## src/rtl/packer_pkg.sv

```systemverilog
package packer_pkg;
    localparam int BYTE_W = 8;

    // Direction of a watermark comparison
    typedef enum logic {
        WM_AT_OR_BELOW = 1'b0,
        WM_AT_OR_ABOVE = 1'b1
    } wm_dir_e;
endpackage

```

## src/rtl/tx_unpacker.sv

```systemverilog
module tx_unpacker #(
    parameter int WORD_BYTES = 4,
    parameter int LEN_W      = 16,
    localparam int DW        = packer_pkg::BYTE_W * WORD_BYTES,
    localparam int IDX_W     = (WORD_BYTES > 1) ? $clog2(WORD_BYTES) : 1
) (
    input  logic             clk,
    input  logic             rst_n,
    input  logic             start,
    input  logic [LEN_W-1:0] len,
    input  logic             word_valid,
    input  logic [DW-1:0]    word_data,
    output logic             word_pop,
    output logic             byte_valid,
    input  logic             byte_ready,
    output logic [7:0]       byte_data,
    output logic             byte_last
);
    typedef struct packed {
        logic [LEN_W-1:0] rem;
        logic [IDX_W-1:0] lane;
        logic             full;
        logic [DW-1:0]    word;
    } tx_state_t;

    tx_state_t st_d, st_q;
    logic      pop_d;

    always_comb begin
        st_d  = st_q;
        pop_d = 1'b0;
        if (start) begin
            st_d.rem  = len;
            st_d.lane = '0;
            st_d.full = 1'b0;
        end else begin
            // hand one byte to the engine
            if (st_q.full && byte_ready) begin
                st_d.rem  = st_q.rem - 1'b1;
                st_d.lane = st_q.lane + 1'b1;
                if (st_q.lane == IDX_W'(WORD_BYTES - 1) || st_q.rem == LEN_W'(1)) begin
                    st_d.full = 1'b0;
                    st_d.lane = '0;
                end
            end
            // refill only once the held word is spent; stall on an empty FIFO
            if (!st_q.full && st_q.rem != '0 && word_valid) begin
                pop_d     = 1'b1;
                st_d.word = word_data;
                st_d.full = 1'b1;
                st_d.lane = '0;
            end
        end
    end

    always_ff @(posedge clk or negedge rst_n) begin
        if (!rst_n) st_q <= '0;
        else        st_q <= st_d;
    end

    assign word_pop   = pop_d;
    assign byte_valid = st_q.full;
    assign byte_data  = st_q.word[st_q.lane*8 +: 8];
    assign byte_last  = st_q.full && (st_q.rem == LEN_W'(1));

    // an offered byte that is not taken is held unchanged
    p_hold_byte_r4: assert property (@(posedge clk) disable iff (!rst_n)
        (byte_valid && !byte_ready && !start) |=> (byte_valid && $stable(byte_data)));

    // no pop while bytes remain in the held word
    p_no_pop_while_full_r4: assert property (@(posedge clk) disable iff (!rst_n)
        byte_valid |-> !word_pop);

    // nothing is offered after the final byte is accepted
    p_quiet_after_last_r2: assert property (@(posedge clk) disable iff (!rst_n)
        (byte_last && byte_ready && !start) |=> !byte_valid);
endmodule

```

## src/rtl/rx_packer.sv

```systemverilog
module rx_packer #(
    parameter int WORD_BYTES = 4,
    parameter int LEN_W      = 16,
    localparam int DW        = packer_pkg::BYTE_W * WORD_BYTES,
    localparam int IDX_W     = (WORD_BYTES > 1) ? $clog2(WORD_BYTES) : 1
) (
    input  logic             clk,
    input  logic             rst_n,
    input  logic             start,
    input  logic [LEN_W-1:0] len,
    input  logic             byte_valid,
    input  logic [7:0]       byte_data,
    output logic             word_push,
    output logic [DW-1:0]    word_data,
    output logic             last
);
    typedef struct packed {
        logic [LEN_W-1:0] rem;
        logic [IDX_W-1:0] lane;
        logic [DW-1:0]    acc;
        logic             push;
        logic [DW-1:0]    out;
        logic             last;
    } rx_state_t;

    rx_state_t     st_d, st_q;
    logic [DW-1:0] acc_n;

    always_comb begin
        st_d      = st_q;
        st_d.push = 1'b0;
        acc_n     = st_q.acc;
        if (start) begin
            st_d.rem  = len;
            st_d.lane = '0;
            st_d.acc  = '0;
            st_d.last = 1'b0;
        end else if (byte_valid && st_q.rem != '0) begin
            acc_n[st_q.lane*8 +: 8] = byte_data;
            st_d.rem = st_q.rem - 1'b1;
            if (st_q.lane == IDX_W'(WORD_BYTES - 1) || st_q.rem == LEN_W'(1)) begin
                // word complete or transfer length reached: flush
                st_d.push = 1'b1;
                st_d.out  = acc_n;
                st_d.acc  = '0;
                st_d.lane = '0;
                st_d.last = (st_q.rem == LEN_W'(1));
            end else begin
                st_d.acc  = acc_n;
                st_d.lane = st_q.lane + 1'b1;
            end
        end
    end

    always_ff @(posedge clk or negedge rst_n) begin
        if (!rst_n) st_q <= '0;
        else        st_q <= st_d;
    end

    assign word_push = st_q.push;
    assign word_data = st_q.out;
    assign last      = st_q.last;

    // once the length is used up, bytes produce no push
    p_idle_no_push_r8: assert property (@(posedge clk) disable iff (!rst_n)
        (st_q.rem == '0 && !start) |=> !word_push);

    // the last flag is held until a new transfer starts
    p_last_sticky_r7: assert property (@(posedge clk) disable iff (!rst_n)
        (last && !start) |=> last);

    // the last flag rises together with a push
    p_last_with_push_r7: assert property (@(posedge clk) disable iff (!rst_n)
        $rose(last) |-> word_push);
endmodule

```

## src/rtl/wm_compare.sv

```systemverilog
module wm_compare #(
    parameter int                  LVL_W = 6,
    parameter packer_pkg::wm_dir_e DIR   = packer_pkg::WM_AT_OR_BELOW
) (
    input  logic             clk,
    input  logic             rst_n,
    input  logic [LVL_W-1:0] level,
    input  logic [LVL_W-1:0] mark,
    output logic             req
);
    logic hit;
    logic req_d, req_q;

    generate
        if (DIR == packer_pkg::WM_AT_OR_BELOW) begin : g_below
            assign hit = (level <= mark);
        end else begin : g_above
            assign hit = (level >= mark);
        end
    endgenerate

    always_comb begin
        req_d = (mark != '0) && hit;
    end

    always_ff @(posedge clk or negedge rst_n) begin
        if (!rst_n) req_q <= 1'b0;
        else        req_q <= req_d;
    end

    assign req = req_q;

    // a zero mark keeps the request off
    p_zero_mark_off_r10: assert property (@(posedge clk) disable iff (!rst_n)
        (mark == '0) |=> !req);
endmodule

```

## src/rtl/byte_word_packer.sv

```systemverilog
module byte_word_packer #(
    parameter int WORD_BYTES = 4,
    parameter int LEN_W      = 16,
    parameter int LVL_W      = 6,
    localparam int DW        = packer_pkg::BYTE_W * WORD_BYTES
) (
    input  logic             clk,
    input  logic             rst_n,
    input  logic             tx_start,
    input  logic [LEN_W-1:0] tx_len,
    input  logic             tx_word_valid,
    input  logic [DW-1:0]    tx_word_data,
    output logic             tx_word_pop,
    input  logic [LVL_W-1:0] tx_fifo_level,
    input  logic [LVL_W-1:0] tx_wm_level,
    output logic             tx_wm_req,
    output logic             eng_tx_valid,
    input  logic             eng_tx_ready,
    output logic [7:0]       eng_tx_data,
    output logic             eng_tx_last,
    input  logic             rx_start,
    input  logic [LEN_W-1:0] rx_len,
    input  logic             eng_rx_valid,
    input  logic [7:0]       eng_rx_data,
    output logic             rx_word_push,
    output logic [DW-1:0]    rx_word_data,
    input  logic [LVL_W-1:0] rx_fifo_level,
    input  logic [LVL_W-1:0] rx_wm_level,
    output logic [LVL_W-1:0] rx_word_count,
    output logic             rx_last,
    output logic             rx_req
);
    logic rx_wm_hit;

    tx_unpacker #(.WORD_BYTES(WORD_BYTES), .LEN_W(LEN_W)) u_tx (
        .clk        (clk),
        .rst_n      (rst_n),
        .start      (tx_start),
        .len        (tx_len),
        .word_valid (tx_word_valid),
        .word_data  (tx_word_data),
        .word_pop   (tx_word_pop),
        .byte_valid (eng_tx_valid),
        .byte_ready (eng_tx_ready),
        .byte_data  (eng_tx_data),
        .byte_last  (eng_tx_last)
    );

    rx_packer #(.WORD_BYTES(WORD_BYTES), .LEN_W(LEN_W)) u_rx (
        .clk        (clk),
        .rst_n      (rst_n),
        .start      (rx_start),
        .len        (rx_len),
        .byte_valid (eng_rx_valid),
        .byte_data  (eng_rx_data),
        .word_push  (rx_word_push),
        .word_data  (rx_word_data),
        .last       (rx_last)
    );

    wm_compare #(.LVL_W(LVL_W), .DIR(packer_pkg::WM_AT_OR_BELOW)) u_tx_wm (
        .clk   (clk),
        .rst_n (rst_n),
        .level (tx_fifo_level),
        .mark  (tx_wm_level),
        .req   (tx_wm_req)
    );

    wm_compare #(.LVL_W(LVL_W), .DIR(packer_pkg::WM_AT_OR_ABOVE)) u_rx_wm (
        .clk   (clk),
        .rst_n (rst_n),
        .level (rx_fifo_level),
        .mark  (rx_wm_level),
        .req   (rx_wm_hit)
    );

    assign rx_req        = rx_wm_hit | rx_last;
    assign rx_word_count = rx_fifo_level;

    // a nonzero mark with occupancy above it yields no TX request
    p_tx_wm_above_r9: assert property (@(posedge clk) disable iff (!rst_n)
        (tx_wm_level != '0 && tx_fifo_level > tx_wm_level) |=> !tx_wm_req);
endmodule

```

## config.mk

```make
export PLATFORM = sky130hd
export DESIGN_NAME = byte_word_packer
export DESIGN_NICKNAME = d
export VERILOG_FILES = /design/src/rtl/packer_pkg.sv /design/src/rtl/tx_unpacker.sv /design/src/rtl/rx_packer.sv /design/src/rtl/wm_compare.sv /design/src/rtl/byte_word_packer.sv
export SDC_FILE = /design/constraint.sdc
export NUM_CORES = 1
export LEC_CHECK = 0
export ABC_AREA = 1
export BUFFER_PORTS_ARGS = -buffer_cell sky130_fd_sc_hd__buf_2
export CORE_ASPECT_RATIO = 0.5
export CORE_UTILIZATION = 40
export CTS_CLUSTER_DIAMETER = 30
export DETAILED_ROUTE_END_ITERATION = 8
export PLACE_DENSITY = 0.66
export SLEW_MARGIN = 20
export SYNTH_ARGS = -nofsm -noshare
export SYNTH_HDL_FRONTEND = slang
export SYNTH_SLANG_ARGS = --single-unit
```

## constraint.sdc

```tcl
create_clock -name clk -period 1.9 [get_ports clk]
set_input_delay 0.38 -clock clk [delete_from_list [all_inputs] [get_ports clk]]
set_output_delay 0.38 -clock clk [all_outputs]
set_load 0.02 [all_outputs]
```

==> After elaboration in Yosys (flattened, before gate mapping) <==
Cells that the tools add are included.
{ "totals": {"in_bits": 103, "word_cells": 65, "reg_bits": 137, "output_inout_bits": 53} }
{ "classes": {"bitwise": 3, "eq_ne": 4, "n_reduce_logical": 23, "n_addsub": 5, "shift": 3, "order_cmp": 2, "mux": 13} }
{ "ops": {"columns": ["op", "n"], "rows": [
  ["$mux 84", 1],
  ["$mux 34", 2],
  ["$mux 50", 1],
  ["$mux 19", 2],
  ["$mux 35", 1],
  ["$neg 5->34", 1],
  ["$shift 8x34->32 const A", 1],
  ["$shiftx 8x34->32", 1],
  ["$mux 33", 1],
  ["$bwmux 32", 1],
  ["$eq 16x1->1 const B", 2],
  ["$reduce_bool 16->1", 2],
  ["$shiftx 32x6->8", 1],
  ["$sub 16x1->16 const B", 2],
  ["$reduce_bool 6->1", 2],
  ["$logic_and 1x1->1", 7],
  ["$ge 6x6->1", 1],
  ["$le 6x6->1", 1],
  ["$reduce_and 2->1", 3],
  ["$reduce_bool 2->1", 3],
  ["$reduce_bool 3->1", 2],
  ["$add 2x1->2 const B", 2],
  ["$eq 2x2->1 const B", 2],
  ["$mux 1", 3],
  ["6 further kinds", 8]
]} }

==> Logic depth before layout (Yosys ltp) <==
Gate-level depths: netlist (run 1).
{ "depth": {"word_depth": 6, "mapped_depth": 11, "depth_no_buf": 10} }

==> Hierarchy <==
From an unflattened synthesis (run 1), not the netlist that was laid out.
{ "hier_totals": {"cells_unflattened": 1075, "area_unflattened_um2": 8007.7} }
{ "modules_own_cells": {"columns": ["mod", "seq_area_each_um2", "cells_per_inst", "area_per_inst_um2", "instances"], "rows": [
  ["rx_packer", 2102.0, 623, 4779.6, 1],
  ["tx_unpacker", 1276.2, 375, 2728.9, 1],
  ["wm_compare at u_tx_wm", 25.0, 33, 226.5, 1],
  ["wm_compare at u_rx_wm", 25.0, 35, 216.5, 1],
  ["byte_word_packer", 0.0, 9, 56.3, 1]
]} }

==> Least setup slack after synthesis (run 1) <==
OpenSTA, ideal clock, no wires.
{ "synth_path": {"path_kind": "flip-flop to flip-flop", "startpoint": "register u_rx.st_q[66] in the netlist's numbering", "endpoint": "register u_rx.st_q (netlist bit u_rx.word_data[2])", "setup_slack_ns": 0.078, "stages_incl_launch_ff": 9, "setup_time_ns": 0.065, "required_time_ns": 1.835, "path_buffers": 2, "period_less_slack_ns": 1.822, "t_arrival_ns": 1.757, "cell_sequence": "dfrtp_1 > buf_2 > inv_1 > ha_1 > clkbuf_1 > nand4_1 > o22ai_1 > nand3_1 > nand2_1"} }
{ "synth_between": {"elab_chain_cells": 3, "elab_cells_between_ends": 7, "cone_classes": "add/sub: 1; eq/ne: 1; shift: 2; mux: 1; reduce/logical: 2"} }
{ "synth_rtl": {"columns": ["item", "line", "rtl"], "rows": [
  ["start: declaration", "rx_packer.sv:26", "rx_state_t st_d, st_q;"],
  ["start signal: assignment", "rx_packer.sv:57", "else st_q <= st_d;"],
  ["$neg 5->34 / $eq 2x2->1 (equally long branches)", "rx_packer.sv:39, rx_packer.sv:41", null],
  ["$shiftx 8x34->32, or another cell as far along", "rx_packer.sv:39", "acc_n[st_q.lane*8 +: 8] = byte_data;"],
  ["$bwmux 32 / $reduce_and 3->1 (equally long branches)", null, null]
]} }
Parallel ways exist; a longest one is shown, timed or not.
A chain may end at the register's enable or synchronous reset.

==> Final worst setup path (run 1) <==
{ "layout_path": {"startpoint": "register u_tx.st_q[40] in the netlist's numbering", "endpoint": "output tx_word_pop"} }
{ "layout_between": {"elab_chain_cells": 5} }
{ "layout_rtl": {"columns": ["item", "line", "rtl"], "rows": [
  ["start: declaration", "tx_unpacker.sv:26", "tx_state_t st_d, st_q;"],
  ["start signal: assignment", "tx_unpacker.sv:58", "else st_q <= st_d;"],
  ["$reduce_bool 16->1", "tx_unpacker.sv:47", "if (!st_q.full && st_q.rem != '0 && word_valid) begin"],
  ["$logic_and 1x1->1 (2 in series)", "tx_unpacker.sv:47", null],
  ["$mux 1", "tx_unpacker.sv:47", null],
  ["$mux 1", "tx_unpacker.sv:32", "if (start) begin"],
  ["end: declaration", "byte_word_packer.sv:13", "output logic tx_word_pop,"]
]} }
Every way passes these cells.

==> impl_metrics.json, run 1 <==
{
  "die_height_um": 99.6,
  "pre_cts_ws_ns": -0.0199,
  "track_usage": 0.203,
  "dr.pass1.iters": 6,
  "synth_nets": 1111,
  "fin_skew_ns": 0.0103,
  "syn_to_final_growth_pct": 27.7,
  "start_util": 0.411,
  "hold_viol_final": 0,
  "dpl.hpwl_um": 13300,
  "netlist_instances": 983,
  "tritoncts": "yes",
  "postLayoutSetupSlackWorst_ns": -0.0805,
  "cts_sinks": 137,
  "finalSetupViolCount": 2,
  "vias_per_cell": 4.98,
  "rows": 35,
  "io_buffer_count": 155,
  "yosysWarnings": 0,
  "seq_area_frac_synth": 0.450,
  "clk_pin_slew_ns": 0.06,
  "endpoint_kind": "primary output",
  "critPathLaunchType": "flop",
  "maxCapViolations": 0,
  "post-route-util": 0.525,
  "drtAntennaViolNets": 0,
  "placed_area_um2": 8520,
  "routed_wirelength_um": 20400,
  "root_buffer": "clkbuf_16",
  "grt_setup_unrepaired": "true",
  "cp_cell_sequence": "nor2_2, nand2_1, nor2_1, nand2_2, nand2_2, nor2_4, buf_6",
  "clockBufferDepth": 2,
  "worstSetupPathType": "reg -> out",
  "status": "finished, violations left",
  "finalPower_mw": 9.20,
  "min_period_ns": 1.98,
  "die_w_um": 197,
  "syn_avg_cell_area_um2": 7.75,
  "multi_input_area_um2": 3480,
  "die_area_um2": 19600,
  "slowest_stage": "dfrtp_1",
  "path_max_fanout": 3,
  "n_fill_cell": 1783,
  "regArea_um2": 3430,
  "fin_tns_setup_ns": -0.102,
  "cpMostUsedCell": "nand2_2",
  "layout-drive-gt1-share": 0.269,
  "cts_buffers": 17,
  "pin_count": 156,
  "synth_seq_cells": 137,
  "drcViolationCount": 0,
  "drt_iter0_markers": 522,
  "max_slew_margin": 0.686,
  "wl_per_cell_um": 14.3,
  "powerDensity_nw_per_um2": 946,
  "violations": "setup timing",
  "gr-total-overflow": 0,
  "yosysUniqueCellTypes": 41,
  "grt_pass1_vias": 6645,
  "worst_path_largest_cell_delay_ns": 0.40,
  "fin_nets": 1277,
  "grt_first_pass_wirelength_um": 32100,
  "fin_area_um2": 9730,
  "h-tree-depth": 4,
  "tightest_slew_ns": 0.469,
  "cp_data_required_time_ns": 1.52,
  "slew_viol_final": 0,
  "final_cells": 1421,
  "antenna_found_initial": 0,
  "peakVddDrop_mv": 0.632,
  "vias": 7074,
  "place_congestion": 0.864,
  "min_path_type": "in -> reg",
  "grt_max_degree": 50,
  "placedCellCount": 1351,
  "core_area_um2": 18500,
  "holdWs_ns": 0.158,
  "p_leak_nw": 5.02,
  "clkLatencyLatePin_ns": 0.42,
  "antenna_cells": 0,
  "fmax_mhz": 505,
  "netlist_area_um2": 7620,
  "period_share": 1.04,
  "critPathArrivalTime_ns": 1.60
}
==> cells in the mapped netlist <==
| cell | count | area, um^2 |
|---|---|---|
| a21boi_0 | 1 | 7.51 |
| a21oi_1 | 8 | 40.0 |
| a22o_1 | 2 | 17.5 |
| and3_1 | 1 | 6.26 |
| buf_1 | 2 | 7.51 |
| buf_2 | 12 | 60.1 |
| buf_4 | 47 | 353 |
| buf_6 | 2 | 22.5 |
| clkbuf_1 | 11 | 41.3 |
| clkbuf_2 | 2 | 10.0 |
| clkinv_1 | 1 | 3.75 |
| dfrtp_1 | 137 | 3430 |
| ha_1 | 25 | 313 |
| inv_1 | 101 | 379 |
| inv_2 | 1 | 3.75 |
| inv_6 | 1 | 8.76 |
| nand2_1 | 293 | 1100 |
| nand2_2 | 4 | 25.0 |
| nand2_4 | 2 | 22.5 |
| nand2_8 | 1 | 20.0 |
| nand3_1 | 99 | 495 |
| nand3_4 | 1 | 17.5 |
| nand3b_1 | 2 | 15.0 |
| nand4_1 | 11 | 68.8 |
| nor2_1 | 67 | 251 |
| nor2_2 | 7 | 43.8 |
| nor2_4 | 2 | 22.5 |
| nor3_1 | 3 | 15.0 |
| nor3_2 | 1 | 10.0 |
| nor4_1 | 1 | 6.26 |
| o211ai_1 | 11 | 82.6 |
| o21a_1 | 1 | 7.51 |
| o21ai_0 | 58 | 290 |
| o21ai_1 | 15 | 75.1 |
| o21bai_1 | 3 | 22.5 |
| o221ai_1 | 1 | 8.76 |
| o22ai_1 | 32 | 200 |
| o311ai_0 | 1 | 8.76 |
| or2_2 | 2 | 12.5 |
| xnor2_1 | 2 | 17.5 |
| xor2_1 | 9 | 78.8 |
==> where the power goes <==
| group | internal (mW) | switching, mW |
|---|---|---|
| sequential | 3.26 | 0.256 |
| combinational | 0.851 | 1.17 |
| clock | 2.27 | 1.39 |
| total | 6.38 | 2.82 |
==> critical path: cells and delay by family, from the launching register on <==
family / cells / cell delay, ns
AND/OR/NAND/NOR: 6 / 0.63
flip-flops: 1 / 0.40
buffers and inverters: 1 / 0.15
==> sequential cells by signal (all words and copies together), names as in the netlist <==
register and flops:
u_rx.st_q 50, u_tx.st_q 50, u_rx.word_data 32, u_rx.last 1, u_rx.word_push 1, u_rx_wm.req 1, u_tx.byte_valid 1, u_tx_wm.req 1
==> placed cells by master, fill, tap and decap left out, types with 9 or more instances in the layout <==
master,instances
clkbuf_16,18
inv_1,95
dfrtp_1,134
xor2_1,9
o211ai_1,11
nor2_1,56
nand4_1,11
nor2_2,15
buf_4,57
nand2_1,290
o21ai_0,43
nand3_1,97
ha_1,24
buf_2,144
o22ai_1,27
o21ai_1,24
==> repair_timing <==
action,4_1_cts,5_1_grt
endpoints found under the setup margin,11,61
hold buffers,1,0
gates resized for setup,19,66
endpoints found under the hold margin,31,0
pin swaps,9,20
cloned,2,4
buffers inserted,16,17
==> final timing paths <==
path	start	to	slack (ns)	cells after the start
worst max register to register	u_rx.st_q[72]	u_rx.word_data[1]	0.10	10
max in group asynchronous	rst_n	u_tx.st_q[45]	0.85	3
worst min-delay path	tx_word_data[2]	u_tx.st_q[2]	0.16	3
min in group asynchronous	rst_n	u_tx.st_q[18]	0.42	2
worst max-delay path	u_tx.st_q[40]	tx_word_pop	-0.08	7
worst min register to register	u_rx.word_data[18]	u_rx.word_data[18]	0.47	2
==> layout make-up <==
type                    instances  share of cell area
multi-input cells             669               0.357
flip-flops and latches        137               0.353
repair buffers                219               0.147
clock buffers                  18              0.0451
inverters                     104              0.0419
well taps                     259              0.0333
clock inverters                14              0.0217
repair inverters                1            0.000900
==> per-layer routing <==
layer	vias to the layer above	track usage	routed length [um]
met5	-	0	0
met1	3345	0.271	9290
met4	0	0.0477	309
met3	31	0.0434	1080
li1	3490	-	-
met2	208	0.339	9680
==> logic make-up (layout without fill, tap and decap cells) <==
logic type	after synthesis	count (layout)	share of synthesized area
AND/OR/NAND/NOR	497	500	0.280
XOR/XNOR	11	11	0.0126
adder cells (fa/ha/maj)	25	25	0.0411
flip-flops	137	137	0.450
buffers and inverters	180	356	0.117
AO/OA/AOI/OAI	133	133	0.0998
Note: power is estimated with default switching activity, not from simulation.
==> run 2, diff against run 1 <==
CORE_ASPECT_RATIO = 1.1   (was 0.5)
==> impl_metrics.json, run 2 (synthesis results as in run 1) <==
{
  "cp_data_required_time_ns": 1.52,
  "place_congestion": 0.870,
  "drcViolationCount": 0,
  "maxCapViolations": 0,
  "clk_pin_slew_ns": 0.06,
  "violations": "setup timing",
  "vias_per_cell": 4.98,
  "worstHoldPathCells": 3,
  "h-tree-depth": 4,
  "die_w_um": 134,
  "final_cell_mix": "nand2_1, buf_2, dfrtp_1, nand3_1, inv_1",
  "grt_pass1_vias": 6517,
  "tritoncts": "yes",
  "tightest_slew_ns": 0.481,
  "die_area_um2": 19600,
  "wl_per_cell_um": 13.9,
  "min_from": "tx_word_data[28]",
  "cts_buffers": 17,
  "finalSetupViolCount": 3,
  "clkLatencyLatePin_ns": 0.42,
  "peakVddDrop_mv": 0.540,
  "powerDensity_nw_per_um2": 897,
  "worstSetupPathType": "reg -> out",
  "routed_wirelength_um": 19500,
  "root_buffer": "clkbuf_16",
  "die_height_um": 147,
  "rows": 52,
  "grt_first_pass_wirelength_um": 30800,
  "antenna_found_initial": 0,
  "slew_viol_final": 0,
  "min_period_ns": 1.92,
  "track_usage": 0.197,
  "min_path_type": "in -> reg",
  "path_max_fanout": 5,
  "post-route-util": 0.511,
  "postLayoutSetupSlackWorst_ns": -0.0182,
  "n_fill_cell": 1778,
  "hold_viol_final": 0,
  "critPathLaunch": "u_tx.st_q[33]",
  "gr-total-overflow": 0,
  "fin_nets": 1269,
  "grt_setup_unrepaired": "true",
  "grt_max_degree": 44,
  "drtAntennaViolNets": 0,
  "r2r_slack_ns": 0.09,
  "clockBufferDepth": 2,
  "p_leak_nw": 4.89,
  "core_area_um2": 18500,
  "cts_sinks": 137,
  "r2r-start": "u_rx.st_q[74]",
  "io_buffer_count": 155,
  "dr.pass1.iters": 5,
  "vias": 6953,
  "antenna_cells": 0,
  "endpoint_kind": "primary output",
  "max_slew_margin": 0.678,
  "pin_count": 156,
  "syn_to_final_growth_pct": 24.4,
  "r2r_cells": 10,
  "fmax_mhz": 521,
  "hold_end": "u_tx.st_q[28]",
  "fin_skew_ns": 0.0173,
  "dpl.hpwl_um": 13000,
  "drt_iter0_markers": 429,
  "period_share": 1.01,
  "layout.cells.most_common": "nand2_1",
  "layout-drive-gt1-share": 0.250,
  "worst_r2r_endpoint": "u_rx.word_data[1]",
  "critPathArrivalTime_ns": 1.54,
  "finalPower_mw": 8.50,
  "start_util": 0.411,
  "status": "finished, violations left",
  "critPathLaunchType": "flop"
}
## run 2: worst max path at each step
stage,endpoint,slack (ns),depth (start not counted)
6_report,eng_tx_data[5],-0.02,5
4_1_cts,eng_tx_last,-0.07,6
3_5_place_dp,tx_word_pop,-0.08,8
5_1_grt,eng_tx_last,-0.08,6
3_3_place_gp,tx_word_pop,-0.04,8
2_1_floorplan,u_rx.word_data[2],0.08,8
## run 2: worst max-delay path, cell delays in order (launching register included)
cell and delay (ns):
dfrtp_2 0.46, inv_4 0.10, buf_6 0.12, nor2_1 0.04, o22ai_1 0.22, buf_4 0.19
## run 2: routing by layer
layer | share of wire | GRT usage
met1 | 0.46 | 0.259
met2 | 0.46 | 0.321
met3 | 0.063 | 0.0359
met4 | 0.017 | 0.0801
met5 | 0 | 0
## run 2: where the power goes
group          leakage, nW  total (mW)  internal [mW]  switching (mW)
logic                 2.84        1.94          0.802            1.14
registers             1.79        3.48           3.25           0.230
clock network        0.258        3.07           1.70            1.37
## run 2: timing repair
| item | 4_1_cts | 5_1_grt |
|---|---|---|
| pin swaps | 11 | 21 |
| hold buffers | 1 | 0 |
| cloned | 2 | 4 |
| gates resized for setup | 26 | 43 |
| endpoints found under the hold margin | 10 | 0 |
| setup endpoints to repair | 12 | 64 |
| buffers inserted | 8 | 3 |
## run 2: area by class of cell
class,instances,area [um^2],area share
clock buffers,19,433,0.0457
repair buffers,213,1370,0.144
flip-flops and latches,137,3430,0.362
well taps,243,304,0.0321
multi-input cells,668,3430,0.362
clock inverters,13,109,0.0115
inverters,104,403,0.0425
## run 2: through the flow
step | TNS [ns] | setup WS [ns] | hold slack, ns | std cells | instance area (um^2)
5_1_grt | -0.461 | -0.0781 | 0.149 | 1397 | 9480
3_3_place_gp | -0.0401 | -0.0401 | 0.216 | 1347 | 8590
6_report | -0.0452 | -0.0182 | 0.159 | 1397 | 9480
2_1_floorplan | 0 | 0.0781 | 0.0844 | 983 | 7620
4_1_cts | -0.145 | -0.0739 | 0.136 | 1390 | 9290
3_5_place_dp | -0.0781 | -0.0781 | 0.217 | 1347 | 8590
